<file path="src/rtl/sbe_pkg.sv">
package sbe_pkg;

  typedef enum logic [1:0] {
    ST_IDLE  = 2'd0,
    ST_PRIME = 2'd1,
    ST_RUN   = 2'd2,
    ST_DONE  = 2'd3
  } engState_t;

  // Strobes from control to datapath
  typedef struct packed {
    logic loadBus;    // capture inData onto the bus this edge
    logic strobeLow;  // drive the write strobe low
  } dpCtrl_t;

endpackage

</file>
<file path="src/rtl/sbe_ctrl.sv">
module sbe_ctrl
  import sbe_pkg::*;
#(
  parameter int PERIOD    = 11,
  parameter int LOW_TICKS = 6,
  parameter int FETCH_AT  = 8,
  parameter int LEN_W     = 8
) (
  input  logic             clk,
  input  logic             rstN,
  input  logic             start,
  input  logic [LEN_W-1:0] lenM1,
  input  logic             inValid,
  output logic             inReady,
  output logic             busy,
  output logic             done,
  output logic             underrun,
  output dpCtrl_t          dpCtrl
);

  localparam int CNT_W = $clog2(PERIOD + 1);
  localparam logic [CNT_W-1:0] LAST_C  = CNT_W'(PERIOD);
  localparam logic [CNT_W-1:0] LOW_C   = CNT_W'(LOW_TICKS);
  localparam logic [CNT_W-1:0] FETCH_C = CNT_W'(FETCH_AT);

  engState_t        state;
  logic [CNT_W-1:0] cnt;
  logic [LEN_W-1:0] remain;   // pulses still to come after the current one
  logic             atFetch;
  logic             take;

  always_comb begin
    atFetch          = (state == ST_RUN) && (cnt == FETCH_C) && (remain != '0);
    inReady          = (state == ST_PRIME) || atFetch;
    take             = inReady && inValid;
    underrun         = atFetch && !inValid;
    busy             = (state != ST_IDLE);
    done             = (state == ST_DONE);
    dpCtrl.loadBus   = take;
    dpCtrl.strobeLow = (state == ST_RUN) && (cnt < LOW_C);
  end

  always_ff @(posedge clk or negedge rstN) begin
    if (!rstN) begin
      state  <= ST_IDLE;
      cnt    <= '0;
      remain <= '0;
    end else begin
      unique case (state)
        ST_IDLE: begin
          if (start) begin
            state  <= ST_PRIME;
            remain <= lenM1;
          end
        end
        ST_PRIME: begin
          if (inValid) begin
            state <= ST_RUN;
            cnt   <= '0;
          end
        end
        ST_RUN: begin
          if (atFetch) begin
            if (inValid) cnt <= cnt + CNT_W'(1);
          end else if (cnt == LAST_C) begin
            if (remain == '0) begin
              state <= ST_DONE;
            end else begin
              remain <= remain - LEN_W'(1);
              cnt    <= '0;
            end
          end else begin
            cnt <= cnt + CNT_W'(1);
          end
        end
        ST_DONE: state <= ST_IDLE;
        default: state <= ST_IDLE;
      endcase
    end
  end

  AST_NO_FETCH_LOW: assert property (@(posedge clk) disable iff (!rstN)
    dpCtrl.strobeLow |-> !inReady);

  AST_STALL_HOLDS: assert property (@(posedge clk) disable iff (!rstN)
    underrun |=> $stable(cnt));

  AST_STALL_HIGH: assert property (@(posedge clk) disable iff (!rstN)
    underrun |-> !dpCtrl.strobeLow);

  AST_DONE_PULSE: assert property (@(posedge clk) disable iff (!rstN)
    done |=> !done);

  AST_BUSY_ENDS: assert property (@(posedge clk) disable iff (!rstN)
    $fell(busy) |-> $past(done));

  AST_IDLE_QUIET: assert property (@(posedge clk) disable iff (!rstN)
    !busy |-> !inReady);

endmodule

</file>
<file path="src/rtl/sbe_datapath.sv">
module sbe_datapath
  import sbe_pkg::*;
#(
  parameter int DATA_W = 8
) (
  input  logic              clk,
  input  logic              rstN,
  input  dpCtrl_t           dpCtrl,
  input  logic [DATA_W-1:0] inData,
  output logic [DATA_W-1:0] busData,
  output logic              wrN
);

  always_ff @(posedge clk or negedge rstN) begin
    if (!rstN)               busData <= '0;
    else if (dpCtrl.loadBus) busData <= inData;
  end

  assign wrN = ~dpCtrl.strobeLow;

  AST_BUS_STEADY_LOW: assert property (@(posedge clk) disable iff (!rstN)
    (!wrN && $past(!wrN)) |-> $stable(busData));

  AST_NO_LOAD_LOW: assert property (@(posedge clk) disable iff (!rstN)
    !wrN |-> !dpCtrl.loadBus);

endmodule

</file>
<file path="src/rtl/strobe_burst_engine.sv">
module strobe_burst_engine
  import sbe_pkg::*;
#(
  parameter int PERIOD    = 11,
  parameter int LOW_TICKS = 6,
  parameter int FETCH_AT  = 8,
  parameter int LEN_W     = 8,
  parameter int DATA_W    = 8
) (
  input  logic              clk,
  input  logic              rstN,
  input  logic              start,
  input  logic [LEN_W-1:0]  lenM1,
  input  logic [DATA_W-1:0] inData,
  input  logic              inValid,
  output logic              inReady,
  output logic [DATA_W-1:0] busData,
  output logic              wrN,
  output logic              busy,
  output logic              done,
  output logic              underrun
);

  dpCtrl_t dpCtrl;

  sbe_ctrl #(
    .PERIOD   (PERIOD),
    .LOW_TICKS(LOW_TICKS),
    .FETCH_AT (FETCH_AT),
    .LEN_W    (LEN_W)
  ) u_ctrl (
    .clk     (clk),
    .rstN    (rstN),
    .start   (start),
    .lenM1   (lenM1),
    .inValid (inValid),
    .inReady (inReady),
    .busy    (busy),
    .done    (done),
    .underrun(underrun),
    .dpCtrl  (dpCtrl)
  );

  sbe_datapath #(
    .DATA_W(DATA_W)
  ) u_dp (
    .clk    (clk),
    .rstN   (rstN),
    .dpCtrl (dpCtrl),
    .inData (inData),
    .busData(busData),
    .wrN    (wrN)
  );

endmodule

</file>
<file path="config.mk">
export PLATFORM = sky130hd
export DESIGN_NAME = strobe_burst_engine
export DESIGN_NICKNAME = d
export VERILOG_FILES = /design/src/rtl/sbe_pkg.sv /design/src/rtl/sbe_ctrl.sv /design/src/rtl/sbe_datapath.sv /design/src/rtl/strobe_burst_engine.sv
export SDC_FILE = /design/constraint.sdc
export NUM_CORES = 1
export LEC_CHECK = 0
export ABC_CLOCK_PERIOD_IN_PS = 2500
export BUFFER_PORTS_ARGS = -buffer_cell sky130_fd_sc_hd__buf_4
export CAP_MARGIN = 30
export CORE_UTILIZATION = 53
export CTS_CLUSTER_DIAMETER = 150
export DETAILED_ROUTE_END_ITERATION = 8
export PLACE_DENSITY = 0.79
export SLEW_MARGIN = 20
export SYNTH_ARGS = -nofsm -noshare
export SYNTH_HDL_FRONTEND = slang
export SYNTH_SLANG_ARGS = --single-unit
</file>
<file path="constraint.sdc">
create_clock -name clk -period 2.5 [get_ports clk]
set_input_delay 0.125 -clock clk [delete_from_list [all_inputs] [get_ports clk]]
set_output_delay 0.125 -clock clk [all_outputs]
set_load 0.01 [all_outputs]
</file>
==> summary.md <==
| Metric | Value |
|---|---|
| Outcome | `finished, final reports clean` |
| Final wirelength | `3170 um` |
| Clock tree from TritonCTS | `done` |
| Ant diodes | `0` |
| DR vias | `1,198` |
| Most used flip-flop cell after synthesis | `dfrtp_1` |
| Floorplan die height | `53.9 um` |
| Min setup slack post-route | `around 210 ps` |
| Switching component of the power | `0.832 mW` |
| Clock latency on the worst-skew pair | `310 ps` |
| Routed Antenna Nets | `0` |
| Number of detailed-routing iterations run before antenna repair | `6` |
| RSZ-0062 raised after global routing | `no` |
| Final count of hold timing violations | `0` |
| CP top delay family | `compound AO/OA/AOI/OAI gates` |
| Count of distinct cell types in the synthesized netlist | `slightly below 50` |
| Clock period minus worst slack | `approximately 2300 ps` |
| Required arrival time at the worst endpoint | `between 2000 and 2500 ps` |
| Max incr delay on CP | `roughly 520 ps` |
| Cell chain of the critical path | `inv_1, ha_1, nand4b_1, a211oi_1, buf_4` |
| Worst Skew | `2.76 ps` |
| Number of clock sinks | `22` |
| TNS Setup | `0 ps` |
| FF+latch count, synth | `22` |
| First-pass GRT wire length | `between 5000 and 6000 um` |
| Final Max Slew Viols | `0` |
| Fmax | `between 400 and 500 MHz` |
| Power density over the cells | `1120 nW/um2` |
| Final core occ | `0.691` |
| Portion of the clock cycle consumed by the worst path in the final layout | `0.918` |
| Placed wire-length estimate | `2410 um` |
| Number of instances in the synthesized netlist | `135` |
| Number of buffers between clock root and the deepest sink | `2` |
| Reg2Reg Launch Point | `u_ctrl.cnt[1]$_DFFE_PN0P_` |
| Hold Slack | `about 35 ps` |
| Core area | `2520 um2` |
| Part of the power in the clock network | `0.083` |
| Sequential fraction of the synthesis area | `0.385` |
| Sort of element at the end of the critical path | `primary output` |
| WS Path Type | `reg2out` |
| Peak ir drop on the vdd network | `0.000845 V` |
| CP bufs+invs | `2` |
| Number of flops mapped to enable cells by yosys | `0` |
| Maximum fanout count along the critical path | `8` |
| Post-Synthesis Net Count | `163` |
| Tot GR Track Use | `0.251` |
| Pre-CTS setup slack | `363 ps` |
| Die Outline Area | `2910 um2` |
| Vias per Instance | `5.99` |
| Count of warnings emitted by yosys | `0` |
| Cell area after layout | `1740 um2` |
| Static Leak | `0.804 nW` |
| Clock buffers created by TritonCTS | `3` |
| Arrival time reported for the critical path endpoint | `2170 ps` |
| Initial antenna violation count | `0` |
| Port Buffer Count | `32` |
| Gp weighted congestion | `0.925` |
| Combinational share of power | `0.580` |
| Mean area per synthesized cell | `between 10 and 15 um2` |
| Clock transition time at the flip-flop clock pins of the worst setup and hold paths | `120 ps` |
| Measured slew at the worst slew-check pin | `559 ps` |
| Critical path launch point | `u_ctrl.state[0]$_DFFE_PN0P_` |
| Fill cell count | `213` |
| Cell with the biggest individual delay on the critical path | `a211oi_1` |
| H-tree Lvls | `1` |
| Number of top-level design ports | `33` |
| Violation count after the first detailed-route iteration | `18` |
| Final standard cell count with taps included and fillers excluded | `200` |
| Start point of the worst hold path | `inData[5]` |
| Kind of launch point of the worst setup path | `register` |
| Combined flip-flop and latch cell area | `551 um2` |
| Switching Share | `0.427` |
| Footprint of the multi-input gates | `826 um2` |
| Die width | `53.9 um` |
| Via count of the first global-routing pass | `between 1,000 and 1,500` |
| HP Class | `in2reg` |
| Final setup violation count | `0` |
| Syn-to-layout area delta | `21.9%` |
| Root cell of the clock tree | `clkbuf_4` |
| Cell area after placement | `1710 um2` |
| Initial standard-cell utilization of the core | `0.567` |
| Share of total power in sequential cells | `0.337` |
| Post-placement cell count | `196` |
| Fraction of layout cells with a size suffix above 1 | `0.353` |
| Max-cap violations | `0` |
| Worst slew slack as a fraction of its limit | `0.624` |
| Total Nets Final | `200` |
| Area of the mapped netlist | `1430 um2` |
| Design Power | `around 2 mW` |
| Share of synthesized flip-flops with an asynchronous set or reset | `1.00` |
| DRC violation count after routing | `0` |
| Internal Dissipation | `between 1 and 1.5 mW` |
| GR Overflow Total | `0` |
| Maximum number of pins on one net before global-route repair | `23` |
| Number of core rows | `18` |
| Routed length per placed instance | `15.8 um` |
## power by group through the flow
stage / combinational [mW] / sequential (mW) / clock [mW]
5_1_grt: 1.25 / 0.677 / 0.178
2_1_floorplan: 0.745 / 0.659 / 0
3_5_place_dp: 1.12 / 0.659 / 0
4_1_cts: 1.13 / 0.652 / 0.166
6_report: 1.13 / 0.657 / 0.163
3_3_place_gp: 1.09 / 0.646 / 0
## area by class of cell
cell class / count / share of cell area
tap: 30 / 0.0215
sequential: 22 / 0.316
timing repair buffer: 35 / 0.152
multi-input combinational: 99 / 0.474
clock buffer: 3 / 0.0129
inverter: 11 / 0.0237
## logic make-up after synthesis
| group | after synthesis | share of synthesized area |
|---|---|---|
| AO/OA/AOI/OAI | 36 | 0.215 |
| adder cells (fa/ha/maj) | 8 | 0.0700 |
| buffers and inverters | 14 | 0.0376 |
| flip-flops | 22 | 0.385 |
| multiplexers | 13 | 0.102 |
| AND/OR/NAND/NOR | 42 | 0.190 |
## Yosys cell counts, types with 2 or more instances
master	instances	area [um2]
a21oi_1	3	15.0
a22o_1	4	35.0
clkbuf_1	2	7.51
dfrtp_1	22	551
ha_1	8	100
inv_1	11	41.3
mux2_2	9	101
mux2i_1	3	30.0
nand2_1	4	15.0
nand3_1	6	30.0
nand4_1	2	12.5
nor2_1	8	30.0
nor2b_1	2	12.5
nor3_1	2	10.0
nor3b_1	2	15.0
o21ai_0	8	40.0
o22ai_1	4	25.0
o41ai_1	2	17.5
or2_2	3	18.8
## placed cells by master, fill, tap and decap left out, types with 2 or more instances in the layout
cell,instances
ha_1,8
o41ai_1,2
nor3_1,2
o22ai_1,4
o21ai_0,8
mux2i_1,3
inv_1,11
nand3_1,6
nand4_1,2
dfrtp_1,22
nand2_1,4
nor2_1,8
nor2b_1,2
clkbuf_4,3
mux2_2,9
nor3b_1,2
or2_2,3
a21oi_1,3
buf_4,34
a22o_1,4
## per-layer routing
layer | global-route usage | routed length (um)
met1 | 0.340 | 1470
met2 | 0.403 | 1490
met3 | 0.0424 | 167
met4 | 0.0877 | 36
met5 | 0 | 0
## sequential cells by signal (all words and copies together) (netlist names)
signal,flops
u_ctrl.remain,8
u_ctrl.state,2
u_dp.busData,8
u_ctrl.cnt,4
## path summary, 6_finish.rpt
kind	end	slack, ps	cells after the start
setup / recovery	underrun	210	5
hold / removal	u_dp.busData[5]$_DFFE_PN0P_	30	2
setup reg to reg	u_ctrl.remain[5]$_DFFE_PN0P_	330	6
hold reg to reg	u_dp.busData[4]$_DFFE_PN0P_	520	1
max in group asynchronous	u_ctrl.remain[7]$_DFFE_PN0P_	2060	2
min in group asynchronous	u_ctrl.remain[6]$_DFFE_PN0P_	220	2
## repair_timing
action                    4_1_cts  5_1_grt
hold endpoints to repair       22        0
buffers inserted                0        0
hold buffers                    1        0
gates resized for setup         0        0
No activity file was read; power rests on OpenSTA's default activity.
